`config.mk`:
```
export PLATFORM = sky130hd
export DESIGN_NAME = rtc_regbank
export DESIGN_NICKNAME = d
export VERILOG_FILES = /design/src/rtl/rtc_pkg.sv /design/src/rtl/rtc_bus_decode.sv /design/src/rtl/rtc_time_chain.sv /design/src/rtl/rtc_regbank.sv
export SDC_FILE = /design/constraint.sdc
export NUM_CORES = 1
export LEC_CHECK = 0
export ABC_CLOCK_PERIOD_IN_PS = 2800
export CORE_ASPECT_RATIO = 2
export CORE_MARGIN = 2
export CORE_UTILIZATION = 58
export DETAILED_ROUTE_END_ITERATION = 8
export DONT_BUFFER_PORTS = 1
export PLACE_DENSITY = 0.87
export SYNTH_ARGS = -nofsm -noshare
export SYNTH_HDL_FRONTEND = slang
export SYNTH_HIERARCHICAL = 1
export SYNTH_SLANG_ARGS = --single-unit
```
`constraint.sdc`:
```
create_clock -name clk_i -period 2.8 [get_ports clk_i]
set_input_delay 0.42 -clock clk_i [delete_from_list [all_inputs] [get_ports clk_i]]
set_output_delay 0.42 -clock clk_i [all_outputs]
set_load 0.02 [all_outputs]
```
`src/rtl/rtc_pkg.sv`:
```
`timescale 1ns/1ps
package rtc_pkg;
  localparam int unsigned BYTE_W = 8;
  localparam int unsigned IDX_W  = 3;

  localparam logic [IDX_W-1:0] IDX_CENT = 3'd0;
  localparam logic [IDX_W-1:0] IDX_SEC  = 3'd1;
  localparam logic [IDX_W-1:0] IDX_MIN  = 3'd2;
  localparam logic [IDX_W-1:0] IDX_HOUR = 3'd3;
  localparam logic [IDX_W-1:0] IDX_DAY  = 3'd4;
  localparam logic [IDX_W-1:0] IDX_DATE = 3'd5;
  localparam logic [IDX_W-1:0] IDX_MON  = 3'd6;
  localparam logic [IDX_W-1:0] IDX_YEAR = 3'd7;

  typedef struct packed {
    logic [BYTE_W-1:0] century;
    logic [BYTE_W-1:0] year;
    logic [BYTE_W-1:0] month;
    logic [BYTE_W-1:0] date;
    logic [BYTE_W-1:0] day;
    logic [BYTE_W-1:0] hours;
    logic [BYTE_W-1:0] minutes;
    logic [BYTE_W-1:0] seconds;
  } time_t;

  localparam time_t TIME_RST = '{century: 8'h00, year: 8'h00, month: 8'h01,
                                 date: 8'h01, day: 8'h01, hours: 8'h00,
                                 minutes: 8'h00, seconds: 8'h00};

  // returns {carry, next}
  function automatic logic [BYTE_W:0] bcd_step(input logic [BYTE_W-1:0] v,
                                               input logic [BYTE_W-1:0] top,
                                               input logic [BYTE_W-1:0] bottom);
    logic [BYTE_W:0] r;
    if (v == top)             r = {1'b1, bottom};
    else if (v[3:0] == 4'h9)  r = {1'b0, v[7:4] + 4'h1, 4'h0};
    else                      r = {1'b0, v[7:4], v[3:0] + 4'h1};
    return r;
  endfunction

  function automatic logic leap_year(input logic [BYTE_W-1:0] yr);
    logic l;
    if (!yr[4]) l = (yr[3:0] == 4'h0) || (yr[3:0] == 4'h4) || (yr[3:0] == 4'h8);
    else        l = (yr[3:0] == 4'h2) || (yr[3:0] == 4'h6);
    return l;
  endfunction

  function automatic logic [BYTE_W-1:0] month_len(input logic [BYTE_W-1:0] mon,
                                                  input logic [BYTE_W-1:0] yr);
    logic [BYTE_W-1:0] n;
    case (mon)
      8'h02:                      n = leap_year(yr) ? 8'h29 : 8'h28;
      8'h04, 8'h06, 8'h09, 8'h11: n = 8'h30;
      default:                    n = 8'h31;
    endcase
    return n;
  endfunction
endpackage

```
`src/rtl/rtc_bus_decode.sv`:
```
`timescale 1ns/1ps
module rtc_bus_decode
  import rtc_pkg::*;
#(
  parameter int unsigned ADDR_W = 15
) (
  input  logic              clk_i,
  input  logic              rst_ni,
  input  logic              ce_ni,
  input  logic              oe_ni,
  input  logic              we_ni,
  input  logic [ADDR_W-1:0] addr_i,
  output logic [IDX_W-1:0]  idx_o,
  output logic              rd_en_o,
  output logic              wr_stb_o
);
  localparam int unsigned TOP_W = ADDR_W - IDX_W;

  logic              hit;
  logic              wr_act;
  logic              wr_act_q;
  logic [TOP_W-1:0]  top_bits;

  assign top_bits = addr_i[ADDR_W-1:IDX_W];
  assign hit      = &top_bits;
  assign idx_o    = addr_i[IDX_W-1:0];
  assign wr_act   = !ce_ni && !we_ni;
  assign rd_en_o  = hit && !ce_ni && !oe_ni && we_ni;
  // write referenced to the later of the two enables
  assign wr_stb_o = hit && wr_act && !wr_act_q;

  always_ff @(posedge clk_i or negedge rst_ni) begin
    if (!rst_ni) wr_act_q <= 1'b0;
    else         wr_act_q <= wr_act;
  end

  assert_one_write_R4: assert property (@(posedge clk_i) disable iff (!rst_ni)
    wr_stb_o |=> !wr_stb_o);
  assert_no_rd_in_wr_R3: assert property (@(posedge clk_i) disable iff (!rst_ni)
    wr_stb_o |-> !rd_en_o);
endmodule

```
`src/rtl/rtc_time_chain.sv`:
```
`timescale 1ns/1ps
module rtc_time_chain
  import rtc_pkg::*;
(
  input  logic  clk_i,
  input  logic  rst_ni,
  input  logic  tick_i,
  input  logic  stop_i,
  input  logic  load_i,
  input  time_t load_val_i,
  output time_t cnt_o
);
  time_t cnt_q;
  time_t cnt_nxt;

  always_comb begin
    logic [BYTE_W:0] s, m, h, d, dt, mo, y, c;
    cnt_nxt = cnt_q;
    s = '0; m = '0; h = '0; d = '0; dt = '0; mo = '0; y = '0; c = '0;
    if (tick_i && !stop_i) begin
      s = bcd_step(cnt_q.seconds, 8'h59, 8'h00);
      cnt_nxt.seconds = s[BYTE_W-1:0];
      if (s[BYTE_W]) begin
        m = bcd_step(cnt_q.minutes, 8'h59, 8'h00);
        cnt_nxt.minutes = m[BYTE_W-1:0];
      end
      if (m[BYTE_W]) begin
        h = bcd_step(cnt_q.hours, 8'h23, 8'h00);
        cnt_nxt.hours = h[BYTE_W-1:0];
      end
      if (h[BYTE_W]) begin
        d  = bcd_step(cnt_q.day, 8'h07, 8'h01);
        dt = bcd_step(cnt_q.date, month_len(cnt_q.month, cnt_q.year), 8'h01);
        cnt_nxt.day  = d[BYTE_W-1:0];
        cnt_nxt.date = dt[BYTE_W-1:0];
      end
      if (dt[BYTE_W]) begin
        mo = bcd_step(cnt_q.month, 8'h12, 8'h01);
        cnt_nxt.month = mo[BYTE_W-1:0];
      end
      if (mo[BYTE_W]) begin
        y = bcd_step(cnt_q.year, 8'h99, 8'h00);
        cnt_nxt.year = y[BYTE_W-1:0];
      end
      if (y[BYTE_W]) begin
        c = bcd_step(cnt_q.century, 8'h39, 8'h00);
        cnt_nxt.century = c[BYTE_W-1:0];
      end
    end
  end

  always_ff @(posedge clk_i or negedge rst_ni) begin
    if (!rst_ni)     cnt_q <= TIME_RST;
    else if (load_i) cnt_q <= load_val_i;
    else             cnt_q <= cnt_nxt;
  end

  assign cnt_o = cnt_q;

  assert_stop_hold_R8: assert property (@(posedge clk_i) disable iff (!rst_ni)
    (stop_i && !load_i) |=> $stable(cnt_q));
  assert_load_value_R9: assert property (@(posedge clk_i) disable iff (!rst_ni)
    load_i |=> (cnt_q == $past(load_val_i)));
  assert_sec_range_R5: assert property (@(posedge clk_i) disable iff (!rst_ni)
    (tick_i && !stop_i && !load_i && cnt_q.seconds == 8'h59) |=> (cnt_q.seconds == 8'h00));
  assert_day_wrap_R6: assert property (@(posedge clk_i) disable iff (!rst_ni)
    (!load_i && cnt_q.day != 8'h07) |=> (cnt_q.day != 8'h00));
endmodule

```
`src/rtl/rtc_regbank.sv`:
```
`timescale 1ns/1ps
module rtc_regbank
  import rtc_pkg::*;
#(
  parameter int unsigned ADDR_W = 15
) (
  input  logic              clk_i,
  input  logic              rst_ni,
  input  logic              tick_i,
  input  logic              ce_ni,
  input  logic              oe_ni,
  input  logic              we_ni,
  input  logic [ADDR_W-1:0] addr_i,
  input  logic [7:0]        wdata_i,
  output logic [7:0]        rdata_o,
  output logic              rdata_en_o
);
  logic [IDX_W-1:0] idx;
  logic             rd_en;
  logic             wr_stb;
  logic             w_q, r_q, stop_q, ft_q;
  logic             load;
  time_t            cnt;
  time_t            usr_q;
  time_t            usr_nxt;

  rtc_bus_decode #(.ADDR_W(ADDR_W)) u_decode (
    .clk_i    (clk_i),
    .rst_ni   (rst_ni),
    .ce_ni    (ce_ni),
    .oe_ni    (oe_ni),
    .we_ni    (we_ni),
    .addr_i   (addr_i),
    .idx_o    (idx),
    .rd_en_o  (rd_en),
    .wr_stb_o (wr_stb)
  );

  assign load = wr_stb && (idx == IDX_CENT) && w_q && !wdata_i[7];

  rtc_time_chain u_chain (
    .clk_i      (clk_i),
    .rst_ni     (rst_ni),
    .tick_i     (tick_i),
    .stop_i     (stop_q),
    .load_i     (load),
    .load_val_i (usr_nxt),
    .cnt_o      (cnt)
  );

  // visible registers: mirror, frozen, or written
  always_comb begin
    usr_nxt = usr_q;
    if (!w_q && !r_q) usr_nxt = cnt;
    if (wr_stb && w_q) begin
      case (idx)
        IDX_CENT: usr_nxt.century = {2'b00, wdata_i[5:0]};
        IDX_SEC:  usr_nxt.seconds = {1'b0, wdata_i[6:0]};
        IDX_MIN:  usr_nxt.minutes = {1'b0, wdata_i[6:0]};
        IDX_HOUR: usr_nxt.hours   = {2'b00, wdata_i[5:0]};
        IDX_DAY:  usr_nxt.day     = {5'b0, wdata_i[2:0]};
        IDX_DATE: usr_nxt.date    = {2'b00, wdata_i[5:0]};
        IDX_MON:  usr_nxt.month   = {3'b0, wdata_i[4:0]};
        default:  usr_nxt.year    = wdata_i;
      endcase
    end
  end

  always_ff @(posedge clk_i or negedge rst_ni) begin
    if (!rst_ni) begin
      usr_q  <= TIME_RST;
      w_q    <= 1'b0;
      r_q    <= 1'b0;
      stop_q <= 1'b0;
      ft_q   <= 1'b0;
    end else begin
      usr_q <= usr_nxt;
      if (wr_stb) begin
        case (idx)
          IDX_CENT: begin
            w_q <= wdata_i[7];
            r_q <= wdata_i[6];
          end
          IDX_SEC: stop_q <= wdata_i[7];
          IDX_DAY: ft_q   <= wdata_i[6];
          default: ;
        endcase
      end
    end
  end

  always_comb begin
    rdata_o = '0;
    if (rd_en) begin
      case (idx)
        IDX_CENT: rdata_o = {w_q, r_q, usr_q.century[5:0]};
        IDX_SEC:  rdata_o = {stop_q, usr_q.seconds[6:0]};
        IDX_MIN:  rdata_o = {1'b0, usr_q.minutes[6:0]};
        IDX_HOUR: rdata_o = {2'b00, usr_q.hours[5:0]};
        IDX_DAY:  rdata_o = {1'b1, ft_q, 3'b000, usr_q.day[2:0]};
        IDX_DATE: rdata_o = {2'b00, usr_q.date[5:0]};
        IDX_MON:  rdata_o = {3'b000, usr_q.month[4:0]};
        default:  rdata_o = usr_q.year;
      endcase
    end
  end
  assign rdata_en_o = rd_en;

  assert_bus_quiet_R2: assert property (@(posedge clk_i) disable iff (!rst_ni)
    (ce_ni || oe_ni || !we_ni) |-> (!rdata_en_o && rdata_o == 8'h00));
  assert_read_freeze_R10: assert property (@(posedge clk_i) disable iff (!rst_ni)
    (r_q && !wr_stb) |=> $stable(usr_q));
  assert_write_freeze_R9: assert property (@(posedge clk_i) disable iff (!rst_ni)
    (w_q && !wr_stb) |=> $stable(usr_q));
  assert_batt_flag_R11: assert property (@(posedge clk_i) disable iff (!rst_ni)
    (rdata_en_o && idx == IDX_DAY) |-> (rdata_o[7] && rdata_o[5:3] == 3'b000));
endmodule

```
==> qor.yml <==
tightest_slew_ps: 776
area_delta_synth_final_pct: 11.5
reg2reg_slack_ps: 130
rsz0062_at_grt: "false"
power.density_nw_per_um2: 534
violations: "negative hold slack"
synthArstFlopShare: 1.00
crit_chain: "nor4b_4, nand2_1, o31ai_2, nor4_4, buf_4, nor2_1, a31oi_1, a2bb2oi_1"
relSlewSlack: 0.480
clock_skew_ps: 11.6
synth_ff_type: "dfrtp_1"
period_share: 0.953
seq_area_frac_synth: 0.423
dp_hpwl_um: 16300
holdWs_ps: -319
timing.rr.end: "u_chain/cnt_o[37]"
finalSetupTns_ps: 0
viasPerCell: 6.86
required_ps: 3150
crit_path_end_kind: "flop"
clk_pin_slew_ps: 60
synth.top_cell.area_share: 0.403
worstSetupStartpointType: "flop"
clkSinkCount: 133
syn_area_um2: 7890
syn_area_per_cell_um2: 8.52
period_minus_slack_ps: 2670
antenna_found_initial: 0
crit_end: "u_chain/cnt_o[37]"
finalHoldViolCount: 133
synth_warnings: 6
cp-startpoint: "u_chain/cnt_o[42]"
grt_max_degree: 134
slew_violations: 0
drt_first_pass_iters: 9
io_pins: 38
place_area_um2: 8150
synth.distinct_cells: 67
synth_common_cells: "181 x nand2_1, 127 x dfrtp_1, 84 x nor2_1, 62 x a31oi_1, 43 x a21oi_1"
cts_root_buffer: "clkbuf_16"
drtAntennaViolNets: 0
seqPwrFrac: 0.444
synthCells: 926
hold_path_class: "input pin to asynchronous set/reset pin"
drive_gt1_frac: 0.113
floorplan.rows: 60
tritoncts: "built"
die_h_um: 169
comb_power_share: 0.048
track_usage: 0.335
vias: 7530
grt_pass1_vias: 7547
final_cell_area_um2: 8790
clock_path_buffers: 2
first_iter_violations: 836
path_max_fanout: 8
cts_buffers: 17
slowest_delay_ps: 590
synth_nets: 982
gp_congestion: 0.955
clock_power_share: 0.508
routed_wl_um: 23600
synthTopCellsByArea: "dfrtp_1 40%, nand2_1 8.6%, a31oi_1 4.9%, ha_1 4.3%, nor2_1 4.0%"
die-area_um2: 14600
drc_errors: 0
wire_per_inst_um: 21.5
r2r_start: "u_chain/cnt_o[42]"
synth_seq_cells: 133
synth-edff-count: 0
grt_overflow: 0
ff2ff_path_depth: 8
start_util: 0.590
grt_pass1_wl_um: 37900
p_total_w: 0.00470
power.net_switching_w: 0.00109
setup_viol: 0
nNetsFinal: 986
swShare: 0.232
vdd.ir_drop.worst_v: 0.000381
dp.cells: 1066
die_x_um: 86.4
synth_most_common_cell: "nand2_1"
n_antenna_cell: 0
yosysTopAreaCell: "dfrtp_1"
instances_no_fill: 1098
fmax_mhz: 375
clk_latency_ps: 430
cap_violations: 0
p_leak_nw: 3.83
p_int_w: 0.00361
coreArea_um2: 13400
critPathArrivalTime_ps: 3010
portBuffers: 0
status: "finished with violations"
cp_slowest_cell: "nor2_1"
cts.htree.levels: 4
worst-setup-path-type: "flop to flop"
## flip-flops by register name, summed over array words and instances, names as in the netlist
name,cells
u_chain/cnt_o,64
usr_q,64
u_decode/wr_act_q,1
stop_q,1
r_q,1
ft_q,1
w_q,1
## metrics by stage
step / setup WS [ps] / utilization
global placement: 238 / 0.610
CTS: 120 / 0.657
finish: 132 / 0.658
detailed placement: 147 / 0.610
global route: 68.6 / 0.658
floorplan: 82.8 / -
## what timing repair did
item                                    4_1_cts  5_1_grt
endpoints found under the setup margin        0        5
buffers inserted                              0        0
hold endpoints to repair                    133      133
resized for setup                             0        2
## how the worst min path moves through the flow
stage / start / endpoint / slack [ps] / cells after the start
global route: rst_ni / usr_q[62] / -330 / 0
global placement: rst_ni / u_chain/cnt_o[62] / 130 / 0
detailed placement: rst_ni / usr_q[62] / 130 / 0
floorplan: rst_ni / ft_q / 120 / 0
CTS: rst_ni / usr_q[62] / -330 / 0
finish: rst_ni / usr_q[62] / -320 / 0
## layout make-up
| class | count | area [um2] |
|---|---|---|
| clock buffer | 20 | 447 |
| clock inverter | 12 | 178 |
| fill | 1031 | 4570 |
| inverter | 28 | 105 |
| multi-input combinational | 710 | 4220 |
| sequential | 133 | 3340 |
| tap | 155 | 194 |
| timing repair buffer | 40 | 313 |
## kinds of logic (layout without fill, tap and decap cells)
| family | after synthesis | count (layout) | synth area share |
|---|---|---|---|
| DFF | 133 | 133 | 0.423 |
| adders and majority gates | 27 | 27 | 0.0428 |
| muxes | 26 | 26 | 0.0362 |
| AOI/OAI and AO/OA | 247 | 247 | 0.203 |
| buffers and inverters | 83 | 100 | 0.0471 |
| xor gates and xnor gates | 6 | 6 | 0.00666 |
| and+or+nand+nor | 404 | 404 | 0.241 |
## critical path: cells and delay by family, from the launching register on
kind / cells / cell delay [ps]
simple gates: 4 / 1130
compound gates: 3 / 820
flops: 1 / 460
buf+inv: 1 / 170
## layout by cell type (no fill, tap or decap), types with 4 or more instances in the layout
cell / n
nor3b_1: 5
dfstp_2: 6
a21oi_1: 43
o31ai_1: 8
and3b_1: 4
and2_1: 6
a22oi_1: 6
o21ai_0: 36
nor3_1: 22
a221oi_1: 5
a31oi_1: 62
nand2_1: 181
o311ai_1: 4
xnor2_1: 5
inv_1: 28
a2bb2oi_1: 10
buf_4: 39
nor2b_1: 8
nand2b_1: 4
nor2_1: 81
nand3b_1: 4
o211ai_1: 6
clkbuf_16: 17
or2_2: 5
a22o_1: 6
or4_1: 9
a211oi_1: 9
dfrtp_1: 127
ha_1: 27
bufinv_16: 4
nand3_1: 26
o22ai_1: 4
clkinvlp_4: 4
mux2_2: 10
or3_1: 5
mux2i_1: 15
nand4_1: 8
o21ai_1: 19
and3_1: 16
## layer usage
layer | up-vias | GRT usage | wire (um)
li1 | 3355 | - | -
met2 | 457 | 0.571 | 12200
met1 | 3578 | 0.361 | 7950
met3 | 140 | 0.0809 | 1780
met4 | 0 | 0.217 | 1720
met5 | - | 0 | 0
## power groups by stage
stage | combinational [W] | sequential (W) | clock, W
2_1_floorplan | 0.000197 | 0.00207 | 0
3_3_place_gp | 0.000214 | 0.00211 | 0
3_5_place_dp | 0.000225 | 0.00211 | 0
4_1_cts | 0.000226 | 0.00208 | 0.00239
5_1_grt | 0.000259 | 0.00209 | 0.00248
6_report | 0.000227 | 0.00208 | 0.00238
No activity file was read; power rests on OpenSTA's default activity.
